===== config.mk =====
export PLATFORM = sky130hd
export DESIGN_NAME = uart_rx_status
export DESIGN_NICKNAME = d
export VERILOG_FILES = /design/src/rtl/uart_rx_status.sv
export SDC_FILE = /design/constraint.sdc
export NUM_CORES = 1
export LEC_CHECK = 0
export ABC_AREA = 1
export BUFFER_PORTS_ARGS = -buffer_cell sky130_fd_sc_hd__buf_2
export CAP_MARGIN = 0
export CORE_MARGIN = 8
export CORE_UTILIZATION = 43
export CTS_CLUSTER_SIZE = 25
export DETAILED_ROUTE_END_ITERATION = 10
export PLACE_DENSITY = 0.73
export SYNTH_ARGS = -nofsm -noshare
export SYNTH_HDL_FRONTEND = slang
export SYNTH_SLANG_ARGS = --single-unit
export TNS_END_PERCENT = 100

===== constraint.sdc =====
create_clock -name clk -period 1.2 [get_ports clk]
set_clock_uncertainty 0.2 [all_clocks]
set_input_delay 0.06 -clock clk [delete_from_list [all_inputs] [get_ports clk]]
set_output_delay 0.06 -clock clk [all_outputs]
set_load 0.05 [all_outputs]

===== src/rtl/uart_rx_status.sv =====
module uart_rx_status #(
  parameter int DATA_W    = 8,
  parameter int IDLE_BITS = 10
) (
  input  logic              clk,
  input  logic              rst_n,
  input  logic              rx_word_done,
  input  logic [DATA_W-1:0] rx_word,
  input  logic              rx_noisy,
  input  logic              bit_tick,
  input  logic              line_bit,
  input  logic              tx_active,
  input  logic              tc_clr,
  input  logic              stat_rd,
  input  logic              data_rd,
  input  logic              rx_ie,
  input  logic              idle_ie,
  input  logic              tc_ie,
  output logic [7:0]        status,
  output logic [DATA_W-1:0] data_q,
  output logic              irq
);

  localparam int CNT_W = $clog2(IDLE_BITS + 1);
  localparam logic [CNT_W-1:0] CNT_TOP  = CNT_W'(IDLE_BITS);
  localparam logic [CNT_W-1:0] CNT_LAST = CNT_W'(IDLE_BITS - 1);

  logic rdf, ovr, nf, idle, tc, tx_d, idle_ok;
  logic [3:0] arm;
  logic [CNT_W-1:0] ones;

  wire [3:0] rx_flags = {idle, nf, ovr, rdf};
  wire [3:0] clr      = data_rd ? arm : 4'b0;
  wire rdf_left = rdf & ~clr[0];
  wire load     = rx_word_done & ~rdf_left;
  wire lost     = rx_word_done & rdf_left;
  wire idle_hit = bit_tick & line_bit & (ones == CNT_LAST) & idle_ok;

  assign status = {3'b000, tc, idle, nf, ovr, rdf};

  always_ff @(posedge clk) begin
    if (!rst_n) begin
      rdf <= 1'b0; ovr <= 1'b0; nf <= 1'b0; idle <= 1'b0;
      tc <= 1'b1; tx_d <= 1'b0; idle_ok <= 1'b1;
      arm <= '0; ones <= '0; data_q <= '0; irq <= 1'b0;
    end else begin
      rdf  <= load | rdf_left;
      ovr  <= lost | (ovr & ~clr[1]);
      nf   <= load ? rx_noisy : (nf & ~clr[2]);
      idle <= idle_hit | (idle & ~clr[3]);
      if (load) data_q <= rx_word;
      if (stat_rd)      arm <= rx_flags & ~clr;
      else if (data_rd) arm <= '0;
      if (rx_word_done)  ones <= '0;
      else if (bit_tick) begin
        if (!line_bit)           ones <= '0;
        else if (ones != CNT_TOP) ones <= ones + 1'b1;
      end
      idle_ok <= rx_word_done | (idle_ok & ~idle_hit);
      tx_d <= tx_active;
      if (tx_active)   tc <= 1'b0;
      else if (tx_d)   tc <= 1'b1;
      else if (tc_clr) tc <= 1'b0;
      irq <= (rx_ie & (rdf | ovr)) | (idle_ie & idle) | (tc_ie & tc);
    end
  end


  rdf_load_chk: assert property (@(posedge clk) disable iff (!rst_n)
    (rx_word_done && !rdf) |=> (rdf && data_q == $past(rx_word)));


  ovr_keep_chk: assert property (@(posedge clk) disable iff (!rst_n)
    (rx_word_done && rdf && !data_rd) |=> (ovr && $stable(data_q)));


  rdf_hold_chk: assert property (@(posedge clk) disable iff (!rst_n)
    (rdf && !arm[0]) |=> rdf);


  idle_block_chk: assert property (@(posedge clk) disable iff (!rst_n)
    (!idle_ok && !idle) |=> !idle);


  tc_busy_chk: assert property (@(posedge clk) disable iff (!rst_n)
    tx_active |=> !tc);


  irq_mask_chk: assert property (@(posedge clk) disable iff (!rst_n)
    (!rx_ie && !idle_ie && !tc_ie) |=> !irq);

endmodule


==> impl_results.md <==
* Main combinational cell family by area after synthesis: simple AND/OR/NAND/NOR gates
* Worst-skew pair later-pin latency at 0.31 ns
* Row Count at 18
* R2r setup slk at -0.06 ns
* # DRC at 0
* Clock slew at reported path FFs at 0.13 ns
* Comb pwr share at 24.1%
* Chip Height at 66.2 µm
* Critical path fanouts, max at 5
* Congestion Overflow GR at 0
* Synth Area in XOR/XNOR at 0.808%
* Post-CTS Hold Buffers at 19
* Final Critical Period at 1.26 ns
* Final ANT Viol Nets at 0
* Pwr Density at 1130 nW/µm²
* EDFF count, synth at 0
* Worst-case clock buffer depth at 2
* Post-synth top area share at 44.3%
* Routed wire length at 3.09 mm
* Peak Freq at 795 MHz
* CTS tree: yes
* Top cells by area, synth: dfxtp_1, nand2_1, nor2_1
* Die width at 66.2 µm
* Cells after Synth at 137
* Worst VDD drop at 1070 µV
* First-pass GRT wire length at 4.71 mm
* Hold_ws at -0.103 ns
* Fill cells at 181
* Reg2reg path depth at 6
* Largest net degree at the start of global routing at 15
* Mapped cell area at 1080 µm²
* Compound-Gate Fraction of Synth Area at 13.6%
* HPWL after DPL at 1.90 mm
* Type of the most critical hold path: input port to flip-flop
* Seq pwr share at 45.4%
* Sw power at 561 µW
* Placed inst area at 1270 µm²
* Slew Limit Fails at 0
* Number of synthesized register bits at 24
* Worst hold path cell count at 4
* Final Cycle Share at 105%
* CP peak stage delay at 0.39 ns
* P&R area growth vs syn at 55.7%
* Port bufs at 34
* TritonCTS Sinks at 24
* Int Power at 1350 µW
* Failing checks: negative hold slack, negative setup slack
* Largest area contributor in the netlist: dfxtp_1
* Critical path arrival at 1.31 ns
* Initial Util at 44.5%
* Initial antenna violation count at 0
* CORE AREA at 2430 µm²
* Design Power at 1910 µW
* Launching point of the worst reg2reg path: ones[0]
* H-tree levels at 1
* Num ports at 38
* Reg-to-reg endpoint: ones[1]
* Finished Cell Area at 1690 µm²
* CTS buffer count at 3
* Simple-gate portion of the synthesized area at 25.5%
* Type of origin of the critical path: flip-flop
* GRT Overall Usage at 13.3%
* Sw Share at 29.3%
* N_diodes at 0
* Top Family by Delay on Critical Path: flip-flops
* Crit path capture: ones[1]
* Synth cell types at 24
* Number of max-cap violations at 0
* Yosys warns at 0
* Critical-path cell list: inv_4, ha_4, nand4_1, nand2_2, nand2_1, a21oi_1
* Setup crit end kind: flip-flop
* Clock share of power at 30.5%
* Avg WL per Cell at 13.7 µm
* Final setup viols at 4
* Critical path depth at 6
* Final Net Count at 221
* Die ar. at 4380 µm²
* Worst path slowest cell: dfxtp_4
* Synth Flop Type: dfxtp_1
* Via count at 1080
* Async set or reset register ratio after synthesis at 0%
* DR vias/cell at 4.78
* Setup Crit Path Kind: flip-flop to flip-flop
* Final Hold Viols at 6
* Setup crit start: ones[0]
* DRT iter0 DRCs at 76
* Adder-Cell Fraction of Synth Area at 3.46%
* WP data required at 1.25 ns
* Pleak at 0.000768 µW
* RSZ-0062 raised after global routing: yes
* DR pass1 iterations at 4
* Root Driver: clkbuf_4
* Number of global-route vias before repair at 1057
* Syn Area/Cell at 7.91 µm²
* Crit path buffers/inverters at 1
* Share of cells above drive strength 1 at 41.3%
* Sequential area share after synthesis at 44.3%
* Status: complete, but fails checks
* Mux cell area share after synthesis at 0%
* Post-route setup slack at -0.0573 ns
* Final GP Congestion at 0.754
==> per-stage QoR <==
step	worst slack (ns)	instances	hold WS [ns]	utilization, %	TNS [ns]
CTS	-0.0261	222	-0.0880	64.6	-0.0882
global placement	-0.0184	198	0.0613	52.2	-0.0484
floorplan	0.0149	139	-0.0297	-	0
finish	-0.0573	226	-0.103	69.3	-0.211
detailed placement	-0.0758	198	0.0742	52.2	-0.294
global route	-0.112	226	-0.0666	69.3	-0.446
==> cells in the mapped netlist, drive strengths merged, types with 2 or more instances <==
| cell type | count |
|---|---|
| nand2 | 28 |
| dfxtp | 24 |
| nor2 | 22 |
| inv | 12 |
| a21oi | 11 |
| o21ai | 9 |
| buf | 8 |
| nand3 | 5 |
| nand4 | 4 |
| a21boi | 3 |
| ha | 3 |
| clkinv | 2 |
| o21a | 2 |
==> worst min path at each step <==
stage                  from       to  slack [ns]
6_report            data_rd   arm[0]       -0.10
5_1_grt             data_rd   arm[2]       -0.07
4_1_cts             data_rd   arm[0]       -0.09
3_5_place_dp      tx_active     tx_d        0.07
3_3_place_gp      tx_active     tx_d        0.06
2_1_floorplan  rx_word_done  idle_ok       -0.03
==> cell type report <==
class	instances	area [µm²]	area share [%]
clock buffers	3	22.5	1.34
repair buffers	60	470	27.9
clock inverters	1	30.0	1.78
multi-input cells	93	553	32.8
repair inverters	1	8.76	0.519
well taps	30	37.5	2.23
flip-flops and latches	24	495	29.4
inverters	14	68.8	4.08
==> worst register-to-register path, stage by stage (launching register included) <==
cell	delay, ns
dfxtp_4	0.39
inv_4	0.06
ha_4	0.14
nand4_1	0.10
nand2_2	0.12
nand2_1	0.07
a21oi_1	0.11
==> registers in the layout, indices dropped and copies added, names as in the netlist <==
name,flops
data_q,8
nf,1
idle,1
ovr,1
tc,1
ones,4
irq,1
rdf,1
tx_d,1
idle_ok,1
arm,4
==> kinds of logic after synthesis <==
family	count (synthesis)
AND/OR/NAND/NOR	59
XOR/XNOR	1
flip-flops	24
buffers and inverters	23
AO/OA/AOI/OAI	26
other	1
adder cells (fa/ha/maj)	3
==> power by group through the flow <==
stage	Sequential (µW)	Combinational [µW]	Clock, µW
final	868	461	584
after global routing	872	491	633
after CTS	858	405	593
after detailed placement	878	343	0
after global placement	876	337	0
after floorplan	961	174	0
==> layout by cell type, fill, tap and decap left out, types with 3 or more instances in the layout <==
cell type      netlist  final
dlygate4sd3_1        0     19
conb_1               1      3
nor2_2               0      7
buf_2                0     20
buf_4                8     14
buf_6                0      6
dfxtp_2              0      6
nand2_1             24     23
nand2_2              2      3
clkbuf_4             0      4
inv_1               10      8
o21ai_1              0      3
nand4_1              4      4
nor2_1              22     14
o21ai_0              9      5
a21oi_1             10      9
inv_2                2      3
dfxtp_1             24     16
==> metal layers <==
metal	vias to the layer above	global-route usage, %	share of wire (%)
met3	8	4.92	5.3
li1	549	-	-
met1	492	14.2	41
met2	31	24.2	53
met5	-	0	0
met4	0	2.93	1.2
==> repair_timing <==
item,4_1_cts,5_1_grt
gates resized for setup,19,37
hold endpoints to repair,24,6
cloned,0,2
setup buffers,1,2
pin swaps,6,4
endpoints found under the setup margin,14,24
No activity file was read; power rests on OpenSTA's default activity.
